`config.mk`:
```
export PLATFORM = sky130hd
export DESIGN_NAME = hostbus_regport
export DESIGN_NICKNAME = d
export VERILOG_FILES = /design/src/rtl/hbp_pkg.sv /design/src/rtl/hbp_strobe_sync.sv /design/src/rtl/hbp_lane_adapt.sv /design/src/rtl/hbp_seq.sv /design/src/rtl/hostbus_regport.sv
export SDC_FILE = /design/constraint.sdc
export NUM_CORES = 1
export LEC_CHECK = 0
export BUFFER_PORTS_ARGS = -buffer_cell sky130_fd_sc_hd__buf_2
export CAP_MARGIN = 30
export CORE_MARGIN = 2
export CORE_UTILIZATION = 52
export DETAILED_ROUTE_END_ITERATION = 12
export MAX_ROUTING_LAYER = met4
export PLACE_DENSITY = 0.85
export SKIP_LAST_GASP = 1
export SYNTH_ARGS = -nofsm -noshare
export SYNTH_HDL_FRONTEND = slang
export SYNTH_HIERARCHICAL = 1
export SYNTH_SLANG_ARGS = --single-unit
```
`constraint.sdc`:
```
create_clock -name clk -period 3.21 [get_ports clk]
set_input_delay 0 -clock clk [delete_from_list [all_inputs] [get_ports clk]]
set_output_delay 0 -clock clk [all_outputs]
set_load 0.01 [all_outputs]
```
`src/rtl/hbp_pkg.sv`:
```
package hbp_pkg;
  typedef enum logic [1:0] {
    SQ_IDLE  = 2'd0,
    SQ_READ  = 2'd1,
    SQ_WRITE = 2'd2,
    SQ_HOLD  = 2'd3
  } sq_state_e;
endpackage

```
`src/rtl/hbp_strobe_sync.sv`:
```
module hbp_strobe_sync #(
  parameter int STAGES = 2
) (
  input  logic clk,
  input  logic rst_n,
  input  logic cfg_common_strobe,
  input  logic host_sel_n,
  input  logic host_rd_n,
  input  logic host_wr_n,
  input  logic host_rnw,
  input  logic host_ds_in_n,
  input  logic host_ds_out_n,
  output logic rd_act,
  output logic wr_act
);
  logic raw_rd, raw_wr;
  logic [STAGES-1:0] rd_ff, wr_ff;

  // Write intent in common mode comes only from the input data strobe.
  always_comb begin
    if (cfg_common_strobe) begin
      raw_rd = !host_sel_n && !host_ds_out_n && host_rnw;
      raw_wr = !host_sel_n && !host_ds_in_n && !host_rnw;
    end else begin
      raw_rd = !host_sel_n && !host_rd_n;
      raw_wr = !host_sel_n && !host_wr_n;
    end
  end

  for (genvar g = 0; g < STAGES; g++) begin : g_stage
    if (g == 0) begin : g_first
      always_ff @(posedge clk or negedge rst_n) begin
        if (!rst_n) begin
          rd_ff[0] <= 1'b0;
          wr_ff[0] <= 1'b0;
        end else begin
          rd_ff[0] <= raw_rd;
          wr_ff[0] <= raw_wr;
        end
      end
    end else begin : g_next
      always_ff @(posedge clk or negedge rst_n) begin
        if (!rst_n) begin
          rd_ff[g] <= 1'b0;
          wr_ff[g] <= 1'b0;
        end else begin
          rd_ff[g] <= rd_ff[g-1];
          wr_ff[g] <= wr_ff[g-1];
        end
      end
    end
  end

  assign rd_act = rd_ff[STAGES-1];
  assign wr_act = wr_ff[STAGES-1];
endmodule

```
`src/rtl/hbp_lane_adapt.sv`:
```
module hbp_lane_adapt #(
  parameter int ADDR_W = 5,
  parameter int DATA_W = 16
) (
  input  logic              cfg_wide,
  input  logic [ADDR_W-1:0] addr_q,
  input  logic [DATA_W-1:0] wdata_q,
  input  logic [DATA_W-1:0] reg_rdata,
  output logic [ADDR_W-2:0] reg_addr,
  output logic [DATA_W-1:0] reg_wdata,
  output logic [1:0]        reg_be,
  output logic [DATA_W-1:0] lane_rdata
);
  localparam int LANE_W = DATA_W / 2;

  logic hi_lane;
  assign hi_lane  = addr_q[0];
  assign reg_addr = addr_q[ADDR_W-1:1];

  always_comb begin
    if (cfg_wide) begin
      reg_be     = 2'b11;
      reg_wdata  = wdata_q;
      lane_rdata = reg_rdata;
    end else begin
      reg_be     = hi_lane ? 2'b10 : 2'b01;
      reg_wdata  = {wdata_q[LANE_W-1:0], wdata_q[LANE_W-1:0]};
      lane_rdata = {{LANE_W{1'b0}},
                    hi_lane ? reg_rdata[DATA_W-1:LANE_W] : reg_rdata[LANE_W-1:0]};
    end
  end

  // a narrow access touches exactly one byte lane
  always_comb begin
    if (!cfg_wide) begin
      a_r10_one_lane: assert ($countones(reg_be) == 1);
    end
  end
endmodule

```
`src/rtl/hbp_seq.sv`:
```
module hbp_seq
  import hbp_pkg::*;
#(
  parameter int ADDR_W = 5,
  parameter int DATA_W = 16
) (
  input  logic              clk,
  input  logic              rst_n,
  input  logic              rd_act,
  input  logic              wr_act,
  input  logic [ADDR_W-1:0] host_addr,
  input  logic [DATA_W-1:0] host_data_i,
  input  logic [DATA_W-1:0] lane_rdata,
  output logic [ADDR_W-1:0] addr_q,
  output logic [DATA_W-1:0] wdata_q,
  output logic              reg_rd,
  output logic              reg_wr,
  output logic [DATA_W-1:0] bus_data,
  output logic              bus_oe,
  output logic              rdy
);
  sq_state_e state;

  always_ff @(posedge clk or negedge rst_n) begin
    if (!rst_n) begin
      state    <= SQ_IDLE;
      addr_q   <= '0;
      wdata_q  <= '0;
      bus_data <= '0;
      bus_oe   <= 1'b0;
      rdy      <= 1'b0;
    end else begin
      case (state)
        SQ_IDLE: begin
          if (rd_act) begin
            addr_q <= host_addr;
            state  <= SQ_READ;
          end else if (wr_act) begin
            addr_q  <= host_addr;
            wdata_q <= host_data_i;
            state   <= SQ_WRITE;
          end
        end
        SQ_READ: begin
          bus_data <= lane_rdata;
          bus_oe   <= 1'b1;
          rdy      <= 1'b1;
          state    <= SQ_HOLD;
        end
        SQ_WRITE: begin
          rdy   <= 1'b1;
          state <= SQ_HOLD;
        end
        default: begin
          if (!rd_act && !wr_act) begin
            rdy    <= 1'b0;
            bus_oe <= 1'b0;
            state  <= SQ_IDLE;
          end
        end
      endcase
    end
  end

  assign reg_rd = (state == SQ_READ);
  assign reg_wr = (state == SQ_WRITE);

  a_r6_rd_single: assert property (@(posedge clk) disable iff (!rst_n)
    reg_rd |=> !reg_rd);
  a_r6_wr_single: assert property (@(posedge clk) disable iff (!rst_n)
    reg_wr |=> !reg_wr);
  a_r7_rdy_follows_strobe: assert property (@(posedge clk) disable iff (!rst_n)
    $rose(rdy) |-> ($past(reg_rd) || $past(reg_wr)));
  a_r8_rdy_held: assert property (@(posedge clk) disable iff (!rst_n)
    (rdy && (rd_act || wr_act)) |=> rdy);
  a_r11_oe_in_read: assert property (@(posedge clk) disable iff (!rst_n)
    bus_oe |-> rdy);
endmodule

```
`src/rtl/hostbus_regport.sv`:
```
module hostbus_regport #(
  parameter int ADDR_W      = 5,
  parameter int DATA_W      = 16,
  parameter int SYNC_STAGES = 2
) (
  input  logic              clk,
  input  logic              rst_n,
  input  logic              cfg_common_strobe,
  input  logic              cfg_wide,
  input  logic              host_sel_n,
  input  logic [ADDR_W-1:0] host_addr,
  input  logic              host_rd_n,
  input  logic              host_wr_n,
  input  logic              host_rnw,
  input  logic              host_ds_in_n,
  input  logic              host_ds_out_n,
  input  logic [DATA_W-1:0] host_data_i,
  output logic [DATA_W-1:0] host_data_o,
  output logic              host_data_oe,
  output logic              host_rdy,
  output logic              host_ack_n,
  output logic [ADDR_W-2:0] reg_addr,
  output logic              reg_rd,
  output logic              reg_wr,
  output logic [DATA_W-1:0] reg_wdata,
  output logic [1:0]        reg_be,
  input  logic [DATA_W-1:0] reg_rdata
);
  logic              rd_act, wr_act;
  logic [ADDR_W-1:0] addr_q;
  logic [DATA_W-1:0] wdata_q;
  logic [DATA_W-1:0] lane_rdata;
  logic              rdy;

  hbp_strobe_sync #(.STAGES(SYNC_STAGES)) u_sync (
    .clk               (clk),
    .rst_n             (rst_n),
    .cfg_common_strobe (cfg_common_strobe),
    .host_sel_n        (host_sel_n),
    .host_rd_n         (host_rd_n),
    .host_wr_n         (host_wr_n),
    .host_rnw          (host_rnw),
    .host_ds_in_n      (host_ds_in_n),
    .host_ds_out_n     (host_ds_out_n),
    .rd_act            (rd_act),
    .wr_act            (wr_act)
  );

  hbp_seq #(.ADDR_W(ADDR_W), .DATA_W(DATA_W)) u_seq (
    .clk         (clk),
    .rst_n       (rst_n),
    .rd_act      (rd_act),
    .wr_act      (wr_act),
    .host_addr   (host_addr),
    .host_data_i (host_data_i),
    .lane_rdata  (lane_rdata),
    .addr_q      (addr_q),
    .wdata_q     (wdata_q),
    .reg_rd      (reg_rd),
    .reg_wr      (reg_wr),
    .bus_data    (host_data_o),
    .bus_oe      (host_data_oe),
    .rdy         (rdy)
  );

  hbp_lane_adapt #(.ADDR_W(ADDR_W), .DATA_W(DATA_W)) u_lane (
    .cfg_wide   (cfg_wide),
    .addr_q     (addr_q),
    .wdata_q    (wdata_q),
    .reg_rdata  (reg_rdata),
    .reg_addr   (reg_addr),
    .reg_wdata  (reg_wdata),
    .reg_be     (reg_be),
    .lane_rdata (lane_rdata)
  );

  assign host_rdy   = rdy;
  assign host_ack_n = !rdy;
endmodule

```
==> results.yml <==
synthesis:
  synth_cell_types: 29
  yosys-top-cells-area: "dfrtp_1, mux2_2, mux2_4"
  synth_top_family_by_area: "multiplexers"
  synth_top_flop_cell: "dfrtp_1"
  synth_mux_area_share_pct: 29.4
  synth_common_cells: "dfrtp_1, mux2_2, mux2_4, buf_4, and2_1"
  synth_fp_nets: 215
  synth-adder-area-share_pct: 2.77
  synth_most_common_cell: "dfrtp_1"
  syn_inst: 163
  synth_top_area_share_pct: 49.9
  synth_xor_xnor_area_share_pct: 0
  syn_area_per_cell_um2: 13.8
  async_reset_ff_share_pct: 100
  synth_edf_count: 0
  synth-simple-area-share_pct: 7.04
  ys_seq_area_share_pct: 49.9
  yosysWarnings: 6
  ys_seq_elements: 45
  syn_area_um2: 2260
  yosysTopAreaCell: "dfrtp_1"
  synth_compound_area_share_pct: 3.44
global_routing:
  grt_max_degree: 29
  grtUsageMet3_pct: 5.05
  grt_pass1_wl_mm: 7.47
  grt.busiest_layer: "met2"
  grt_overflow: 0
  grt_usage_pct: 19.7
  grt_pass1_vias: 1681
  antenna_found_initial: 0
  grt_use_met2_pct: 32.3
  use_met1_pct: 23.7
timing:
  finalMaxSlewViolations: 0
  min_period_ps: 1840
  tightest_slew_ps: 699
  fmax_mhz: 544
  fin_tns_setup_ps: 0
  rsz0062_at_grt: "false"
  slew_headroom_pct: 53.4
  timing.final.crit_share_pct: 57.2
  setup_slack_ps: 1370
  finClkSkew_ps: 4.16
  hold_viol_final: 0
  finalSetupViolCount: 0
critical_path:
  cp_data_required_time_ps: 3390
  cp.arrival_ps: 2020
  crit_type: "register to register"
  critPathBufInv: 1
  path_max_fanout: 16
  cpPeakStageDelay_ps: 440
  slowest_stage: "ha_1"
  crit_chain: "inv_1, ha_1, nand3_4, mux2_4"
  worstSetupEndpointType: "register"
  path_delay_family: "adder cells"
  critPathLaunchType: "register"
clock_network:
  cts_hold_buf: 26
  clkTransAtPathRegs_ps: 80
  post_cts_buffers: 0
  clock-sinks: 45
  cts_max_level: 2
  clock_path_buffers: 2
  cts-buffers-inserted: 5
  cts_root_buf: "clkbuf_8"
  cts_tree: "yes"
  clk_latency_ps: 290
  cts_resized: 0
drt:
  wl_per_cell_um: 14.4
  wl_mm: 4.58
  via_per_inst: 5.17
  drt_iter0_drc: 65
  drt_first_pass_iters: 4
  postRouteAntennaNets: 0
  num_vias: 1638
  post-route-drc-count: 0
floorplan:
  core_area_um2: 4090
  io-pin-count: 90
  die_w_um: 69.9
  dieArea_um2: 4880
  rows: 23
  die_h_um: 69.9
  start_util_pct: 55.2
layout:
  fin_util_pct: 73.1
  fin_nets: 319
  drive_gt1_share_pct: 58.1
  fin_cells: 317
  area_delta_synth_final_pct: 32.3
  num_antenna_cells: 0
place:
  dp_hpwl_mm: 3.20
  pre_cts_ws_ps: 1370
  dpl.cell_count: 284
  place_congestion: 0.820
  port_buffers: 89
pwr:
  power.density_nw_per_um2: 838
  p_leak_nw: 1.53
  peakVddDrop_v: 0.000466
hold_path:
  hold_path_class: "primary input to register"
run_status:
  status: "complete, no violations"
job:
  cap_violations: 0
[stage by stage]
step | hold WS, ps | total power, W | area (µm²)
after global placement | 182 | 0.00210 | 2620
after global routing | 62.3 | 0.00267 | 2990
final | 68.5 | 0.00250 | 2990
after floorplan | -296 | 0.00186 | 2260
after CTS | 60.3 | 0.00251 | 2990
after detailed placement | -26.7 | 0.00214 | 2640
[final cells by class]
type / count / area (µm²)
timing repair buffer: 116 / 726
tap: 50 / 62.6
inverter: 6 / 22.5
sequential: 45 / 1130
multi-input combinational: 93 / 963
clock buffer: 7 / 86.3
fill: 284 / 1100
[power breakdown]
group	internal, W	switching (W)
combinational	0.000649	0.000526
clock	0.000171	0.000175
sequential	0.000827	0.000154
total	0.00165	0.000855
[layer usage]
metal,vias up,part of all wire (%)
met5,-,0
li1,761,-
met2,83,48
met4,0,1.6
met3,10,7.9
met1,784,43
[worst paths after layout]
kind | from | endpoint | slack, ps | depth (start not counted)
max | u_seq/state[0] | u_seq/wdata_q[10] | 1370 | 4
min | reg_rdata[2] | u_seq/bus_data[2] | 70 | 3
max reg2reg | u_seq/state[0] | u_seq/wdata_q[10] | 1370 | 4
min reg2reg | u_sync/wr_ff[0] | u_sync/wr_act | 350 | 0
max in group asynchronous | rst_n | u_seq/wdata_q[3] | 2520 | 3
min in group asynchronous | rst_n | u_seq/bus_data[6] | 180 | 2
[cell usage in the layout, fill, tap and decap left out, types with 2 or more instances in the layout]
cell | Yosys | routed
mux2_4 | 18 | 18
ha_1 | 5 | 5
and2_1 | 8 | 8
mux2_2 | 35 | 35
nor2_1 | 3 | 3
clkbuf_8 | 0 | 6
dlygate4sd3_1 | 0 | 26
inv_1 | 6 | 6
o21ai_0 | 3 | 3
buf_2 | 2 | 89
or2_2 | 2 | 2
dfrtp_1 | 45 | 45
nand2_1 | 4 | 4
[kinds of logic after synthesis]
logic type	after synthesis
AOI/OAI and AO/OA	11
adders and majority gates	5
buffers and inverters	25
DFF	45
muxes	53
and+or+nand+nor	24
[registers in the layout, summed over array words and instances, names as in the netlist]
register and count:
u_seq/bus_data 16, u_seq/wdata_q 16, u_seq/addr_q 5, u_seq/state 2
u_seq/bus_oe 1, u_seq/rdy 1, u_sync/rd_act 1, u_sync/rd_ff 1
u_sync/wr_act 1, u_sync/wr_ff 1
[worst min-delay path: stages]
cell and delay, ps:
buf_2 80, mux2_4 130, mux2_2 130
(Power assumes the default switching activity.)
